[config.mk]
export PLATFORM = sky130hd
export DESIGN_NAME = ser_fifo_ctl
export DESIGN_NICKNAME = d
export VERILOG_FILES = /design/src/rtl/sfc_pkg.sv /design/src/rtl/sfc_fifo.sv /design/src/rtl/sfc_sticky.sv /design/src/rtl/sfc_irq.sv /design/src/rtl/ser_fifo_ctl.sv
export SDC_FILE = /design/constraint.sdc
export NUM_CORES = 1
export LEC_CHECK = 0
export ABC_AREA = 1
export BUFFER_PORTS_ARGS = -buffer_cell sky130_fd_sc_hd__buf_4
export CORE_UTILIZATION = 27
export DETAILED_ROUTE_END_ITERATION = 16
export GPL_TIMING_DRIVEN = 0
export SLEW_MARGIN = 20
export SYNTH_ARGS = -nofsm -noshare
export SYNTH_HDL_FRONTEND = slang
export SYNTH_HIERARCHICAL = 1
export SYNTH_SLANG_ARGS = --single-unit
[constraint.sdc]
create_clock -name clk -period 3.55 [get_ports clk]
set_input_delay 0.5325 -clock clk [delete_from_list [all_inputs] [get_ports clk]]
set_output_delay 0.5325 -clock clk [all_outputs]
set_load 0.005 [all_outputs]
[src/rtl/sfc_pkg.sv]
package sfc_pkg;
  localparam logic [4:0] OFS_TXD  = 5'h00;
  localparam logic [4:0] OFS_RXD  = 5'h04;
  localparam logic [4:0] OFS_CTRL = 5'h08;
  localparam logic [4:0] OFS_STAT = 5'h0C;
  localparam logic [4:0] OFS_THR  = 5'h10;

  localparam int C_TX_FLUSH = 22;
  localparam int C_RX_FLUSH = 23;
  localparam int C_CLR_ERR  = 24;
  localparam int C_RX_IE    = 27;
  localparam int C_TX_IE    = 28;
  localparam logic [31:0] CTRL_MASK = 32'h19C0_0000;

  localparam int S_PERR = 16;
  localparam int S_FERR = 17;
  localparam int S_WERR = 18;
  localparam int S_RXE  = 20;
  localparam int S_TXF  = 21;
  localparam int S_TXE  = 22;
  localparam int S_BUSY = 25;

  function automatic logic rx_level_hit(logic [8:0] cnt, logic [7:0] thr);
    return cnt >= {1'b0, thr};
  endfunction

  function automatic logic tx_level_hit(logic [8:0] cnt, logic [7:0] thr);
    return cnt <= {1'b0, thr};
  endfunction

  function automatic logic [31:0] pack_status(logic [2:0] errs, logic rxe,
                                               logic txf, logic txe, logic busy);
    logic [31:0] s;
    s = '0;
    s[S_PERR] = errs[0];
    s[S_FERR] = errs[1];
    s[S_WERR] = errs[2];
    s[S_RXE]  = rxe;
    s[S_TXF]  = txf;
    s[S_TXE]  = txe;
    s[S_BUSY] = busy;
    return s;
  endfunction
endpackage

[src/rtl/sfc_fifo.sv]
module sfc_fifo #(
  parameter int DEPTH = 64,
  parameter int W     = 8,
  localparam int AW   = $clog2(DEPTH),
  localparam int CW   = $clog2(DEPTH + 1)
) (
  input  logic          clk,
  input  logic          rst_n,
  input  logic          flush,
  input  logic          push,
  input  logic [W-1:0]  din,
  input  logic          pop,
  output logic [W-1:0]  head,
  output logic          empty,
  output logic          full,
  output logic [CW-1:0] count
);
  logic [W-1:0]  mem [DEPTH];
  logic [AW-1:0] wp, rp;
  logic          do_push, do_pop;

  assign empty   = (count == '0);
  assign full    = (count == CW'(DEPTH));
  assign do_push = push && !full && !flush;
  assign do_pop  = pop && !empty && !flush;
  assign head    = empty ? '0 : mem[rp];

  always_ff @(posedge clk or negedge rst_n) begin
    if (!rst_n) begin
      wp <= '0;
      rp <= '0;
      count <= '0;
    end else if (flush) begin
      wp <= '0;
      rp <= '0;
      count <= '0;
    end else begin
      if (do_push) wp <= wp + 1'b1;
      if (do_pop)  rp <= rp + 1'b1;
      count <= count + CW'(do_push) - CW'(do_pop);
    end
  end

  always_ff @(posedge clk) begin
    if (do_push) mem[wp] <= din;
  end
endmodule

[src/rtl/sfc_sticky.sv]
module sfc_sticky #(
  parameter int N = 3
) (
  input  logic         clk,
  input  logic         rst_n,
  input  logic [N-1:0] set,
  input  logic         clr,
  output logic [N-1:0] q
);
  for (genvar i = 0; i < N; i++) begin : g_flag
    always_ff @(posedge clk or negedge rst_n) begin
      if (!rst_n)   q[i] <= 1'b0;
      else if (clr) q[i] <= 1'b0;
      else if (set[i]) q[i] <= 1'b1;
    end
  end
endmodule

[src/rtl/sfc_irq.sv]
module sfc_irq (
  input  logic [8:0] rx_cnt,
  input  logic [8:0] tx_cnt,
  input  logic [7:0] rx_thr,
  input  logic [7:0] tx_thr,
  input  logic       rx_en,
  input  logic       tx_en,
  output logic       rx_irq,
  output logic       tx_irq,
  output logic       irq
);
  import sfc_pkg::*;
  assign rx_irq = rx_en && rx_level_hit(rx_cnt, rx_thr);
  assign tx_irq = tx_en && tx_level_hit(tx_cnt, tx_thr);
  assign irq    = rx_irq || tx_irq;
endmodule

[src/rtl/ser_fifo_ctl.sv]
module ser_fifo_ctl #(
  parameter int DEPTH = 64
) (
  input  logic        clk,
  input  logic        rst_n,
  input  logic [4:0]  bus_addr,
  input  logic        bus_wr,
  input  logic        bus_rd,
  input  logic [31:0] bus_wdata,
  output logic [31:0] bus_rdata,
  output logic        tx_valid,
  output logic [7:0]  tx_data,
  input  logic        tx_take,
  input  logic        line_busy,
  input  logic        rx_push,
  input  logic [7:0]  rx_byte,
  input  logic        rx_par_err,
  input  logic        rx_frm_err,
  output logic        irq
);
  import sfc_pkg::*;
  localparam int CW = $clog2(DEPTH + 1);
  localparam logic [15:0] THR_RST = {8'(DEPTH / 2), 8'd1};

  logic [31:0] ctrl_q;
  logic [15:0] thr_q;

  // named events
  logic tx_wr_evt, rx_rd_evt, ctrl_wr_evt, thr_wr_evt, cfg_wr_evt;
  logic tx_flush, rx_flush, clr_evt, tx_pop_evt;
  logic tx_empty, tx_full, rx_empty, rx_full;
  logic [CW-1:0] tx_cnt, rx_cnt;
  logic [8:0] tx_cnt9, rx_cnt9;
  logic [7:0] rx_head;
  logic [2:0] err_set, err_q;
  logic werr_q;
  logic rx_irq, tx_irq;

  assign tx_wr_evt   = bus_wr && (bus_addr == OFS_TXD);
  assign rx_rd_evt   = bus_rd && (bus_addr == OFS_RXD);
  assign ctrl_wr_evt = bus_wr && (bus_addr == OFS_CTRL);
  assign thr_wr_evt  = bus_wr && (bus_addr == OFS_THR);
  assign cfg_wr_evt  = ctrl_wr_evt || thr_wr_evt;

  assign tx_flush = ctrl_q[C_TX_FLUSH] || (ctrl_wr_evt && bus_wdata[C_TX_FLUSH]);
  assign rx_flush = ctrl_q[C_RX_FLUSH] || (ctrl_wr_evt && bus_wdata[C_RX_FLUSH]);
  assign clr_evt  = ctrl_q[C_CLR_ERR]  || (ctrl_wr_evt && bus_wdata[C_CLR_ERR]);
  assign tx_pop_evt = tx_valid && tx_take;

  always_ff @(posedge clk or negedge rst_n) begin
    if (!rst_n) begin
      ctrl_q <= '0;
      thr_q  <= THR_RST;
    end else begin
      if (ctrl_wr_evt) ctrl_q <= bus_wdata & CTRL_MASK;
      if (thr_wr_evt)  thr_q  <= bus_wdata[15:0];
    end
  end

  sfc_fifo #(.DEPTH(DEPTH), .W(8)) u_txq (
    .clk(clk), .rst_n(rst_n), .flush(tx_flush),
    .push(tx_wr_evt), .din(bus_wdata[7:0]),
    .pop(tx_take), .head(tx_data),
    .empty(tx_empty), .full(tx_full), .count(tx_cnt)
  );

  sfc_fifo #(.DEPTH(DEPTH), .W(8)) u_rxq (
    .clk(clk), .rst_n(rst_n), .flush(rx_flush),
    .push(rx_push), .din(rx_byte),
    .pop(rx_rd_evt), .head(rx_head),
    .empty(rx_empty), .full(rx_full), .count(rx_cnt)
  );

  assign tx_valid = !tx_empty;
  assign tx_cnt9  = 9'(tx_cnt);
  assign rx_cnt9  = 9'(rx_cnt);

  assign err_set = {tx_wr_evt && tx_full,
                    rx_push && rx_frm_err,
                    rx_push && rx_par_err};

  sfc_sticky #(.N(3)) u_err (
    .clk(clk), .rst_n(rst_n), .set(err_set), .clr(clr_evt), .q(err_q)
  );
  assign werr_q = err_q[2];

  sfc_irq u_irq (
    .rx_cnt(rx_cnt9), .tx_cnt(tx_cnt9),
    .rx_thr(thr_q[7:0]), .tx_thr(thr_q[15:8]),
    .rx_en(ctrl_q[C_RX_IE]), .tx_en(ctrl_q[C_TX_IE]),
    .rx_irq(rx_irq), .tx_irq(tx_irq), .irq(irq)
  );

  always_comb begin
    case (bus_addr)
      OFS_RXD:  bus_rdata = {24'h0, rx_head};
      OFS_CTRL: bus_rdata = ctrl_q;
      OFS_STAT: bus_rdata = pack_status(err_q, rx_empty, tx_full, tx_empty, line_busy);
      OFS_THR:  bus_rdata = {16'h0, thr_q};
      default:  bus_rdata = '0;
    endcase
  end
endmodule

==> results.cfg, run 1 <==
[critical_path]
slowest_stage = dfrtp_2
crit_family = simple AND/OR/NAND/NOR gates
critPathMaxFanout = 10
path_class = flop to output port
start_kind = flop
path_cells = buf_12 -> clkinv_8 -> buf_12 -> buf_6 -> nand2_1 -> nand3_1 -> nand2_1 -> nand2_2 -> nand3_1 -> nand3_1 -> nand3_2 -> nand2_1 -> nor2_2 -> inv_1 -> o21ai_2 -> buf_4
endpoint_kind = output port
crit_buf_inv = 6
slowest_delay_ns = 0.41
arrival_ns = 3.05
critPathRequiredTime_ns = 3.02

[die]
core_sq_um = 177000
fp.dieW_microns = 424
die_h_microns = 424
pin_count = 96
start_util = 0.272
rows = 154
die_area_sq_um = 180000

[cells_and_area]
final_common_cell = nand2_1
final_layout_size_suffix_gt1_frac = 0.152
final_nets = 5001
area_growth_pct = 19.8
layout_common_cells = nand2_1 (1415), edfxtp_1 (1024), inv_1 (588), nand3_1 (340), nor2_1 (275)

[global_route]
first_global_vias = 32900
antenna_found_initial = 2
grt_pass1_wl_microns = 214000
grt_max_degree = 66
grtUsageTotal = 0.160
overflow = 0

[clock_tree]
cts_root_buf = clkbuf_16
htree_levels = 3
cts_sinks = 1086
cts_tree = done
clk_pin_slew_ns = 0.06
clk_latency_ns = 0.76
cts_buffers = 115
cts_buffer_depth = 3

[sta]
period_needed_ns = 3.58
finClkSkew_ns = 0.0529
fmax_mhz = 279
worstMarginPinSlew_ns = 1.09
slew-limit-headroom = 0.273
finalCritPeriodShare = 1.01
whs_ns = 0.0961
finalWorstSetupSlack_ns = -0.0289
finalSetupViolations = 1
rsz0062_at_grt = yes
finalMaxSlewViolations = 0
hold_viol_final = 0

[pwr]
netSwitchingFraction = 0.310
p_total_mw = 33.9
powerDensity_nw_per_um2 = 587
clkPwrFrac = 0.342
seq_power_share = 0.428
p_leak_nw = 23.0
cell_internal_pwr_mw = 23.3
vdd_ir_drop_max_uv = 405
p_sw_mw = 10.5
combPwrFrac = 0.230

[placed_design]
place.gp.congestion = 0.940
detailed_place_hpwl_microns = 97400
io_buffers = 79
pre_cts_ws_ns = -0.856

[detailed_routing]
post_drt_wl_per_cell_microns = 20.2
drtIter0Drc = 3831
drc = 0
drtPass1Iterations = 6
routed-via-count = 34500
ant_nets = 0
wirelength_microns = 148000
viasPerCell = 4.69

[status]
status = complete, but fails checks
violations = setup timing

[synth]
yosysWarnings = 6
syn_inst = 4665
netlist_area_sq_um = 48100
syn_avg_cell_area_sq_um = 10.3

[run]
max_cap_viol_count = 0

[hold_path]
hp-class = input pin to flop
## cell type report
cell class | count | area [sq um]
diodes | 2 | 5.00
inverters | 604 | 2300
well taps | 2340 | 2930
flip-flops and latches | 1086 | 32300
clock buffers | 152 | 3050
multi-input cells | 2755 | 13400
repair buffers | 117 | 1100
fillers | 17700 | 119000
clock inverters | 61 | 556
plain buffers | 228 | 2050
## per-stage QoR
stage / utilization / area, sq um / instances / TNS, ns
finish: 0.326 / 57700 / 7345 / -0.0289
global route: 0.326 / 57700 / 7343 / -0.722
CTS: 0.319 / 56400 / 7326 / -0.629
detailed placement: 0.293 / 51700 / 7096 / -474.32
global placement: 0.293 / 51700 / 7094 / -425.80
floorplan: - / 48200 / 4675 / 0
## sequential cells by signal, indices dropped and copies added (netlist names)
register     flops
u_rxq/mem      512
u_txq/mem      512
thr_q           16
u_rxq/count      7
u_txq/count      7
u_rxq/rp         6
u_rxq/wp         6
u_txq/rp         6
u_txq/wp         6
ctrl_q           5
u_err/q          3
## routing by layer
layer	track usage	wire, microns
met1	0.204	58800
met2	0.271	72400
met3	0.0249	11300
met4	0.0592	5540
met5	0	31
## path summary, 6_finish.rpt
check                      slack (ns)           start                to  cells after the start
max                             -0.03     u_rxq/rp[0]      bus_rdata[6]                     16
max in group asynchronous        2.32           rst_n        u_err/q[0]                      2
min                               0.1      rx_par_err        u_err/q[0]                      5
min in group asynchronous        0.56           rst_n       u_rxq/rp[1]                      2
max reg2reg                      0.06  u_txq/count[2]  u_txq/mem[20][4]                      9
min reg2reg                      0.49      ctrl_q[23]        ctrl_q[23]                      2
## tightest hold or removal path: cells and delay by family
family	cells	cell delay [ns]
buffers and inverters	2	0.12
and+or+nand+nor	3	0.15
## power groups by stage
stage	Clock [mW]	Combinational [mW]	Sequential (mW)
floorplan	0	4.23	14.7
global placement	0	6.81	14.7
detailed placement	0	6.91	14.7
CTS	11.8	7.27	14.5
global route	12.3	8.44	14.5
finish	11.6	7.77	14.5
## what timing repair did
item,4_1_cts,5_1_grt
pin swaps,32,84
gates resized for setup,273,301
cloned,1,9
endpoints found under the hold margin,73,0
hold buffers,14,0
setup buffers,3,10
endpoints found under the setup margin,76,270
Note: power is estimated with default switching activity, not from simulation.
==> run 2, diff against run 1 <==
--- a/config.mk
+++ b/config.mk
@@ -10,6 +10,7 @@
 export CORE_UTILIZATION = 27
 export DETAILED_ROUTE_END_ITERATION = 16
 export GPL_TIMING_DRIVEN = 0
+export SKIP_LAST_GASP = 1
 export SLEW_MARGIN = 20
 export SYNTH_ARGS = -nofsm -noshare
 export SYNTH_HDL_FRONTEND = slang
==> run 2 against run 1 <==
  * The flow still finishes with violations (setup timing)
  * Die area did not move
  * Clock skew fell by 0.0014 ns
  * Worst hold slack improved by 0.0015 ns
  * Sequential power barely moved
  * Flip-flop and latch count did not move
  * Register-to-register slack got worse by 0.04 ns
  * Via count fell by 0.20%
  * Wire length fell by 0.70%
  * Total power fell by 0.19%
  * First-iteration DRC count fell by 1.3%
  * Global-route usage barely moved
  * Final area fell by 0.56%
  * Critical path type unchanged
==> results.cfg, run 2 (synthesis gave the netlist of run 1 again) <==
[clock_tree]
cts_tree = done
cts_root_buf = clkbuf_16
htree_levels = 3
cts_buffers = 115
cts_buffer_depth = 3
cts_sinks = 1086
clk_latency_ns = 0.75
clk_pin_slew_ns = 0.06

[die]
pin_count = 96
rows = 154
die_h_microns = 424
start_util = 0.272
die_area_sq_um = 180000
fp.dieW_microns = 424
core_sq_um = 177000

[placed_design]
place.gp.congestion = 0.940
io_buffers = 79
dp_cells = 7096
placed_area_sq_um = 51700
detailed_place_hpwl_microns = 97400

[critical_path]
path_class = flop to output port
critPathRequiredTime_ns = 3.02
arrival_ns = 3.09
critPathMaxFanout = 10
crit_buf_inv = 3
critPathMostFrequentCell = nand3_1
path_cells = clkbuf_1 -> nand3_1 -> nand3_1 -> nand2_1 -> nor2_2 -> nor2_4 -> inv_1 -> o21ai_2 -> buf_4
slowest_stage = clkbuf_1
endpoint_kind = output port
crit_family = buffers and inverters
reg2reg_slack_ns = 0.02
start_kind = flop
slowest_delay_ns = 0.71

[sta]
finalCritPeriodShare = 1.02
finalMaxSlewViolations = 0
hold_viol_final = 0
finalWorstSetupSlack_ns = -0.0726
worstMarginPinSlew_ns = 1.11
finClkSkew_ns = 0.0515
finalSetupViolations = 4
slew-limit-headroom = 0.260
fmax_mhz = 276
period_needed_ns = 3.62
rsz0062_at_grt = yes

[global_route]
grt_max_degree = 66
antenna_found_initial = 2
first_global_vias = 32800
overflow = 0
grtUsageTotal = 0.160
grt_pass1_wl_microns = 214000

[pwr]
p_total_mw = 33.8
vdd_ir_drop_max_uv = 404
p_leak_nw = 22.9
powerDensity_nw_per_um2 = 589

[detailed_routing]
drc = 0
ant_nets = 0
routed-via-count = 34400
viasPerCell = 4.68
post_drt_wl_per_cell_microns = 20.0
drtPass1Iterations = 6
wirelength_microns = 147000
drtIter0Drc = 3783

[status]
status = complete, but fails checks
violations = setup timing

[cells_and_area]
stdcell_count = 7342
area_growth_pct = 19.1
layout_common_cells = nand2_1 (1426), edfxtp_1 (1024), inv_1 (591), nand3_1 (351), nor2_1 (275)
final_nets = 4997
final_util = 0.325
final_common_cell = nand2_1
num-fill-cells = 17800
top_regs = u_rxq/mem: 512 flops, u_txq/mem: 512 flops, thr_q: 16 flops
stdcell_area_sq_um = 57400
final_layout_size_suffix_gt1_frac = 0.144

[hold_path]
hp-class = input pin to flop

[run]
max_cap_viol_count = 0
run 2: per-stage QoR:
step | worst slack [ns] | hold WS [ns] | setup TNS (ns)
2_1_floorplan | 0.441 | 0.237 | 0
3_3_place_gp | -0.801 | 0.464 | -425.80
3_5_place_dp | -0.856 | 0.471 | -474.32
4_1_cts | -0.107 | 0.0231 | -0.733
5_1_grt | -0.140 | 0.101 | -0.983
6_report | -0.0726 | 0.0976 | -0.136
run 2: layer usage:
metal	track usage	wire, microns	vias up
met5	0	17	-
met1	0.204	58600	16800
li1	-	-	15900
met2	0.271	71900	1438
met4	0.0592	5680	2
met3	0.0255	10900	272
run 2: worst paths after layout:
check                               start          endpoint  depth (start not counted)
setup / recovery              u_rxq/rp[3]      bus_rdata[4]                          9
hold / removal                 rx_par_err        u_err/q[0]                          5
setup reg to reg           u_txq/count[2]  u_txq/mem[20][4]                          9
hold reg to reg                ctrl_q[23]        ctrl_q[23]                          2
max in group asynchronous           rst_n        u_err/q[0]                          2
min in group asynchronous           rst_n       u_rxq/rp[1]                          2
run 2: where the power goes:
group          internal, mW  switching (mW)
logic                  2.54            5.16
registers              14.3           0.207
clock network          6.49            5.11
total                  23.3            10.5
run 2: final cells by class:
cell class | instances | area [sq um] | share of cell area
inverter | 604 | 2290 | 0.0400
tap | 2340 | 2930 | 0.0511
sequential | 1086 | 32300 | 0.563
timing repair buffer | 113 | 987 | 0.0172
buffer | 228 | 2020 | 0.0351
antenna | 3 | 7.51 | 0.000131
clock buffer | 152 | 3050 | 0.0531
clock inverter | 61 | 556 | 0.00969
multi-input combinational | 2755 | 13200 | 0.230
run 2: worst min-delay path, cell delays in order:
cell and delay [ns]:
buf_4 0.08, nand2_1 0.04, inv_1 0.04, nor2_1 0.04, nor2_1 0.07
run 2: what timing repair did:
| item | CTS | global route |
|---|---|---|
| hold buffers | 14 | 0 |
| buffers inserted | 3 | 9 |
| pin swaps | 32 | 64 |
| gates resized for setup | 266 | 242 |
| cloned | 1 | 5 |
| endpoints found under the setup margin | 76 | 275 |
| endpoints found under the hold margin | 73 | 0 |
